File: config.mk
export PLATFORM = sky130hd
export DESIGN_NAME = tmr_prescaled_irq
export DESIGN_NICKNAME = d
export VERILOG_FILES = /design/src/rtl/tmr_pkg.sv /design/src/rtl/tmr_prescaler.sv /design/src/rtl/tmr_ctrl_reg.sv /design/src/rtl/tmr_flag_reg.sv /design/src/rtl/tmr_prescaled_irq.sv
export SDC_FILE = /design/constraint.sdc
export NUM_CORES = 1
export LEC_CHECK = 0
export BUFFER_PORTS_ARGS = -buffer_cell sky130_fd_sc_hd__buf_2
export CORE_ASPECT_RATIO = 1.2
export CORE_MARGIN = 4
export CORE_UTILIZATION = 50
export CTS_CLUSTER_DIAMETER = 200
export DETAILED_ROUTE_END_ITERATION = 16
export GPL_ROUTABILITY_DRIVEN = 0
export PLACE_DENSITY = 0.7
export SYNTH_ARGS = -nofsm -noshare
export SYNTH_HDL_FRONTEND = slang
export SYNTH_SLANG_ARGS = --single-unit
File: constraint.sdc
create_clock -name clk -period 3 [get_ports clk]
set_clock_uncertainty 0.05 [all_clocks]
set_input_delay 0.45 -clock clk [delete_from_list [all_inputs] [get_ports clk]]
set_output_delay 0.45 -clock clk [all_outputs]
set_load 0.05 [all_outputs]
File: src/rtl/tmr_pkg.sv
package tmr_pkg;
   localparam int unsigned REG_W  = 8;
   localparam int unsigned N_EVT  = 4;
   localparam int unsigned EVT_LO = REG_W - N_EVT;
   localparam logic SEL_CTRL = 1'b0;
   localparam logic SEL_STAT = 1'b1;
   localparam logic [REG_W-1:0] CTRL_IMPL = 8'hF3;

   typedef enum logic [1:0] {
      DIV1  = 2'b00,
      DIV4  = 2'b01,
      DIV8  = 2'b10,
      DIV16 = 2'b11
   } div_sel_e;

   function automatic int unsigned div_limit(div_sel_e s);
      case (s)
         DIV1:    return 0;
         DIV4:    return 3;
         DIV8:    return 7;
         default: return 15;
      endcase
   endfunction
endpackage

File: src/rtl/tmr_prescaler.sv
module tmr_prescaler
   import tmr_pkg::*;
#(
   parameter int unsigned CNT_W = 16,
   parameter int unsigned PRE_W = 4
) (
   input  logic             clk,
   input  logic             rst_n,
   input  div_sel_e         sel,
   output logic             tick,
   output logic             wrap,
   output logic [CNT_W-1:0] count
);
   localparam logic [CNT_W-1:0] CNT_MAX = '1;

   if (PRE_W < 4) begin : g_bad_pre
      $error("PRE_W too narrow for divide by 16");
   end
   if (CNT_W < 2) begin : g_bad_cnt
      $error("CNT_W must be at least 2");
   end

   div_sel_e         sel_d;
   logic [PRE_W-1:0] pre_q;
   logic [PRE_W-1:0] lim;
   logic             restart;

   assign lim     = PRE_W'(div_limit(sel));
   assign restart = (sel != sel_d);
   assign tick    = !restart && (pre_q == lim);
   assign wrap    = tick && (count == CNT_MAX);

   always_ff @(posedge clk) begin
      if (!rst_n) begin
         sel_d <= DIV1;
         pre_q <= '0;
         count <= '0;
      end else begin
         sel_d <= sel;
         if (restart || tick) pre_q <= '0;
         else                 pre_q <= pre_q + 1'b1;
         if (tick) count <= count + 1'b1;
      end
   end
endmodule

File: src/rtl/tmr_ctrl_reg.sv
module tmr_ctrl_reg
   import tmr_pkg::*;
#(
   parameter int unsigned WIN_CYCLES = 64
) (
   input  logic             clk,
   input  logic             rst_n,
   input  logic             special_mode,
   input  logic             wr,
   input  logic [REG_W-1:0] wdata,
   output logic [REG_W-1:0] ctrl,
   output logic             win_closed
);
   localparam int unsigned WIN_W = $clog2(WIN_CYCLES + 1);
   localparam logic [WIN_W-1:0] WIN_END = WIN_W'(WIN_CYCLES);

   if (WIN_CYCLES < 1) begin : g_bad_win
      $error("WIN_CYCLES must be positive");
   end

   logic [WIN_W-1:0] cyc_q;
   logic             used_q;
   logic             accept;

   assign win_closed = used_q || (cyc_q == WIN_END);
   assign accept     = wr && (special_mode || !win_closed);

   always_ff @(posedge clk) begin
      if (!rst_n) begin
         cyc_q  <= '0;
         used_q <= 1'b0;
         ctrl   <= '0;
      end else begin
         if (cyc_q != WIN_END) cyc_q <= cyc_q + 1'b1;
         if (accept) begin
            ctrl <= wdata & CTRL_IMPL;
            if (!special_mode) used_q <= 1'b1;
         end
      end
   end
endmodule

File: src/rtl/tmr_flag_reg.sv
module tmr_flag_reg
   import tmr_pkg::*;
(
   input  logic             clk,
   input  logic             rst_n,
   input  logic [N_EVT-1:0] set,
   input  logic             clr_wr,
   input  logic [REG_W-1:0] wdata,
   output logic [REG_W-1:0] flags
);
   logic [N_EVT-1:0] flg_q;
   logic [N_EVT-1:0] clr;

   assign clr   = {N_EVT{clr_wr}} & wdata[REG_W-1:EVT_LO];
   assign flags = {flg_q, {EVT_LO{1'b0}}};

   for (genvar i = 0; i < N_EVT; i++) begin : g_bit
      always_ff @(posedge clk) begin
         if (!rst_n)       flg_q[i] <= 1'b0;
         else if (set[i])  flg_q[i] <= 1'b1;
         else if (clr[i])  flg_q[i] <= 1'b0;
      end
   end
endmodule

File: src/rtl/tmr_prescaled_irq.sv
module tmr_prescaled_irq
   import tmr_pkg::*;
#(
   parameter int unsigned CNT_W      = 16,
   parameter int unsigned WIN_CYCLES = 64
) (
   input  logic             clk,
   input  logic             rst_n,
   input  logic             special_mode,
   input  logic             bus_wr,
   input  logic             bus_addr,
   input  logic [REG_W-1:0] bus_wdata,
   output logic [REG_W-1:0] bus_rdata,
   input  logic             rt_evt,
   input  logic             acc_ovf_evt,
   input  logic             acc_edge_evt,
   output logic [CNT_W-1:0] count,
   output logic             irq
);
   logic [REG_W-1:0] ctrl_q;
   logic [REG_W-1:0] flag_q;
   logic             tick_w;
   logic             wrap_w;
   logic             win_closed_w;
   logic [N_EVT-1:0] evt_set;
   logic             irq_d;

   tmr_ctrl_reg #(.WIN_CYCLES(WIN_CYCLES)) u_ctrl (
      .clk          (clk),
      .rst_n        (rst_n),
      .special_mode (special_mode),
      .wr           (bus_wr && (bus_addr == SEL_CTRL)),
      .wdata        (bus_wdata),
      .ctrl         (ctrl_q),
      .win_closed   (win_closed_w)
   );

   tmr_prescaler #(.CNT_W(CNT_W)) u_pre (
      .clk   (clk),
      .rst_n (rst_n),
      .sel   (div_sel_e'(ctrl_q[1:0])),
      .tick  (tick_w),
      .wrap  (wrap_w),
      .count (count)
   );

   assign evt_set = {wrap_w, rt_evt, acc_ovf_evt, acc_edge_evt};

   tmr_flag_reg u_flag (
      .clk    (clk),
      .rst_n  (rst_n),
      .set    (evt_set),
      .clr_wr (bus_wr && (bus_addr == SEL_STAT)),
      .wdata  (bus_wdata),
      .flags  (flag_q)
   );

   assign irq_d     = |(flag_q[REG_W-1:EVT_LO] & ctrl_q[REG_W-1:EVT_LO]);
   assign bus_rdata = (bus_addr == SEL_STAT) ? flag_q : ctrl_q;

   always_ff @(posedge clk) begin
      if (!rst_n) irq <= 1'b0;
      else        irq <= irq_d;
   end
endmodule

* Word level (Yosys, flattened, before mapping)
Index checks and enable logic that the tools add are counted.
** Cells by class
- Add/sub/neg operators :: 3
- Equality and inequality tests :: 7
- Mux-type cells :: 10
- Bitwise logic cells :: 5
- Reduce and logical (&&, ||, !) cells :: 18
** Operators with widths (number)
- adder 16 x 1 -> 16 bit (second input constant) :: 1
- equality test 16 bit (second input constant) :: 1
- case mux 4 bit (3 select lines) :: 1
- bitwise AND 4 bit :: 2
- two-way mux 1 bit :: 8
- two-way mux 8 bit :: 1
- nonzero test 2 bit :: 4
- adder 7 x 1 -> 7 bit (second input constant) :: 1
- equality test 7 bit (second input constant) :: 1
- != test 7 bit (second input constant) :: 1
- logical AND 1 bit :: 5
- adder 4 x 1 -> 4 bit (second input constant) :: 1
- equality test 4 bit :: 1
- OR reduction 4 bit :: 1
- logical OR 1 bit :: 3
- NOT 1 bit :: 3
- equality test 2 x 1 -> 1 bit (second input constant) :: 1
- equality test 2 bit (second input constant) :: 1
- zero test 1 bit :: 2
- zero test 2 bit :: 1
- != test 2 bit :: 1
- AND reduction 2 bit :: 1
- OR reduction 2 bit :: 1
** Storage, ports and cells
- Register bits :: 41
- Input bits :: 16
- Output and inout bits :: 25
- Word-level logic and storage cells :: 54

* Longest topological paths before layout
- Word-level depth :: 6
- Mapped depth :: 6
- Depth with buffers taken out :: 6

* Hierarchy
A second synthesis with hierarchy kept.
** Second synthesis, totals
- Cells, all modules :: 248
- Area, all modules :: 2342.2 um2
** By module, submodules not included
- tmr_prescaler :: times used 1, cells each 137, area an instance 1322.5 um2, seq. area each 440.4 um2
- tmr_ctrl_reg :: times used 1, cells each 75, area an instance 655.6 um2, seq. area each 280.3 um2
- tmr_prescaled_irq :: times used 1, cells each 15, area an instance 190.2 um2, seq. area each 20.0 um2
- tmr_flag_reg :: times used 1, cells each 21, area an instance 173.9 um2, seq. area each 80.1 um2

* Least setup slack after synthesis
No wires, ideal clock.
- Path type :: register to register
- Start :: reg u_pre.count[2]
- End :: reg u_pre.count[9]
- Setup time :: 0.072 ns
- Arrival :: 1.891 ns
- Data required time :: 2.878 ns
- Slack :: 0.987 ns
- Cell stages (with the launch flop) :: 6
- Buffers on the path :: 1
- Period minus slack after synthesis :: 2.013 ns
- Cell sequence :: dfxtp_1 -> and4_1 -> buf_1 -> nand4_1 -> a2111oi_0 -> mux2i_1
** Between the ends
- Longest elaborated chain between the ends :: 1
** RTL lines
- from (decl) :: line tmr_prescaler.sv:12 : output logic [CNT_W-1:0] count
- from (signal assigned) :: line tmr_prescaler.sv:42 : if (tick) count <= count + 1'b1;
- adder 16 x 1 -> 16 bit :: line tmr_prescaler.sv:42
No other way between the ends.
A chain may end at the register's enable or synchronous reset.

* Worst setup path after layout
- Start :: reg u_ctrl.ctrl[1]
- End :: reg u_pre.count[12]
** Between the ends
- Longest elaborated chain between the ends :: 4
- Elaborated cells between the ends (all ways) :: 8
- Classes of those cells :: eq/ne (4); mux (1); reduce/logical (3)
** RTL lines
- from (decl) :: line tmr_ctrl_reg.sv:11 : output logic [REG_W-1:0] ctrl,
- from (signal assigned) :: line tmr_ctrl_reg.sv:36 : ctrl <= wdata & CTRL_IMPL;
- equality test 2 bit, or another cell as far along :: line tmr_pkg.sv:17 : case (s)
- case mux 4 bit (3 select lines) :: line tmr_pkg.sv:17
- equality test 4 bit :: line tmr_prescaler.sv:30 : assign tick = !restart && (pre_q == lim);
- logical AND 1 bit * :: line tmr_prescaler.sv:30
Mark *: on every way between the ends. The rest lies on a longest branch, timed or not.

==> summary.txt <==
GRT
  • Initial antenna violation count: 0
  • Largest net degree at the start of global routing: 48
  • GR Util All Layers: roughly 17%
  • Overflow after GRT: 0
  • First-pass GRT wire length: about 7000 um
  • Vias in the first global route: 1639

Routing
  • Drt pass-1 iters: 4
  • DRC viols: 0
  • Via count: around 1700
  • Avg WL per Cell: approximately 13 um
  • Vias per cell: 5.33
  • Initial drt markers: 155
  • Drt total wl: 4090 um
  • DRT antenna net count: 0

STA
  • Period minus WS final: 2.13 ns
  • Fin. max-slew vios: 0
  • Final Cycle Share: 71.1%
  • Final hold violation count: 0
  • Worst Slack Setup Final: roughly 0.87 ns
  • Max Fclk: roughly 470 MHz
  • Max_slew headroom: between 40% and 50%
  • # setup viols final: 0
  • Unrepaired setup endpoints after global routing: no
  • Slew @ Worst Pin: 0.760 ns
  • Setup TNS: 0 ns

Power
  • PwrDens: 533 nW/um^2
  • Max VDD drop: ~380 uV
  • Total power: approximately 0.0013 W
  • Pleak: about 1.0 nW

Yosys
  • Cell area after synthesis: between 2000 and 2500 sq um
  • Register area share after synthesis: approximately two fifths
  • Syn Inst Count: 235
  • Synth warn: 0
  • Top cell type's share of synthesized area: about two fifths
  • Synth Register Bits: between 40 and 50
  • Unique masters post-synth: 37
  • Synth top area cells: dfxtp_1 39%, mux2i_1 11%, nand2_1 7.1%
  • Synth area leader: dfxtp_1
  • Mean area per synthesized cell: between 8 and 9 sq um

Setup path
  • Slowest stage cell on the critical path: a2111oi_0
  • Critical-path cell list: nor4_1, nand2_1, a2111oi_0, mux2i_1
  • Crit path DAT: between 2 and 2.5 ns
  • WP data required: around 3.2 ns
  • CP max FO: 16
  • Critical path startpoint category: flop
  • Setup CP Type: reg -> reg
  • Nature of the critical path endpoint: flop
  • Crit path largest cell delay: 0.67 ns

Status
  • Outcome: finished clean

Clocking
  • # clock sinks: between 40 and 50
  • Root Buffer: clkbuf_8
  • Worst skew pair latency: 0.29 ns
  • TritonCTS Buffers: 5
  • CTS tree: done
  • Max Buffers Root-to-Sink: 2
  • CTS H-Tree Depth: 2
  • CTS Hold Bufs: 0
  • Post_cts resized: 0
  • Post-CTS Setup Inserts: 0
  • Clock transition at path regs: approximately 0.080 ns

Flow run
  • Max Cap Viol: 0

Final layout
  • Ratio of cells with drive above 1 in the final layout: about 20%
  • Register Area: roughly 820 sq um
  • Fill cells: 400
  • # nets final: roughly 290
  • N_diodes: 0
  • Synth-to-layout area growth: 15.8%
  • Area of the multi-input gates: 1190 sq um

Floorplan
  • Initial Util: a little over half
  • Die area: 5310 sq um
  • I/O pin count: 41
  • Chip width: between 60 and 70 um
  • FP Rows: 25
  • Core Footprint: between 4000 and 5000 sq um
  • Die height: a little under 80 um

Place
  • Worst slack at placement: 0.874 ns
  • DPL Wire Length: 2890 um
  • Port bufs: 36

Worst hold path
  • HP Class: in -> reg
-- layout make-up --
cell class | count | share of cell area [%]
clock inverter | 3 | 2.67
tap | 54 | 2.78
timing repair buffer | 37 | 7.72
multi-input combinational | 173 | 48.9
clock buffer | 5 | 2.83
sequential | 41 | 33.7
inverter | 9 | 1.39
-- worst max-delay path: cells and delay by family, from the launching register on --
family	cells	cell delay, ns
flops	1	0.38
mux	1	0.25
simple gates	2	0.72
compound gates	1	0.67
-- stage by stage --
stage	hold WS, ns	instances	area (sq um)	utilization, %
2_1_floorplan	0.376	236	2100	-
3_3_place_gp	0.386	314	2300	57.4
3_5_place_dp	0.398	314	2300	57.4
5_1_grt	0.326	322	2430	60.8
4_1_cts	0.303	322	2430	60.8
6_report	0.314	322	2430	60.8
-- power breakdown --
part	switching, W	internal (W)	leakage [nW]
Sequential	0.0000238	0.000566	0.333
Clock	0.000191	0.000331	0.0681
Combinational	0.000128	0.0000566	0.614
-- sequential cells by signal, summed over array words and instances, names as in the netlist --
| register | count |
|---|---|
| u_pre.count | 16 |
| u_pre.pre_q | 4 |
| u_flag.flags | 4 |
| u_ctrl.ctrl | 6 |
| u_pre.sel_d | 2 |
| u_ctrl.used_q | 1 |
| irq | 1 |
| u_ctrl.cyc_q | 7 |
-- cells in the mapped netlist, drive strengths merged --
master,n
nand4,6
and2,1
ha,4
nand4bb,1
nand3,11
clkinv,1
a211oi,6
xnor2,6
and4,4
conb,1
a22oi,2
mux2,4
a31oi,1
nor4,1
clkbuf,6
a2111oi,7
a21o,1
inv,8
nor4b,1
buf,7
o21ai,1
o311ai,1
o31ai,1
nand2b,14
nor2,17
and3,2
mux2i,23
and4bb,1
dfxtp,41
xor2,4
nand2,40
nor2b,4
a41oi,1
a21oi,6
-- path summary, 6_finish.rpt --
| kind | startpoint | to | slack, ns | depth (start not counted) |
|---|---|---|---|---|
| min reg2reg | u_ctrl.used_q | u_ctrl.used_q | 0.43 | 2 |
| max reg2reg | u_ctrl.ctrl[1] | u_pre.count[12] | 0.87 | 4 |
| min | acc_ovf_evt | u_flag.flags[5] | 0.31 | 3 |
| max | u_ctrl.ctrl[1] | u_pre.count[12] | 0.87 | 4 |
-- cell usage in the layout, fill, tap and decap left out, drive strengths merged --
cell	count
inv	8
a41oi	1
xnor2	6
and2	1
buf	37
and4bb	1
a22oi	2
mux2i	23
conb	2
nor2	17
nor4	1
and3	2
o311ai	1
bufinv	2
a21o	1
a2111oi	7
nand4	6
nand3	11
o21ai	1
o31ai	1
a211oi	6
a21oi	6
nor4b	1
xor2	4
nor2b	4
nand2	40
clkbuf	5
nand4bb	1
mux2	4
ha	4
nand2b	14
and4	4
dfxtp	41
a31oi	1
clkinv	2
-- kinds of logic after synthesis --
kind of cell,Yosys count,share of synthesized area (%)
AOI/OAI and AO/OA,27,11.9
and+or+nand+nor,103,24.7
muxes,27,13.1
adders and majority gates,4,2.38
xor gates and xnor gates,10,4.17
other,1,0.179
buffers and inverters,22,4.53
DFF,41,39.1
-- metal layers --
layer | up-vias | GRT usage [%] | wire (um)
met5 | - | 0 | 0
met4 | 0 | 5.07 | 41
met3 | 4 | 4.67 | 223
met2 | 33 | 29.4 | 2040
met1 | 800 | 20.2 | 1790
li1 | 879 | - | -
Note: power is estimated with default switching activity, not from simulation.
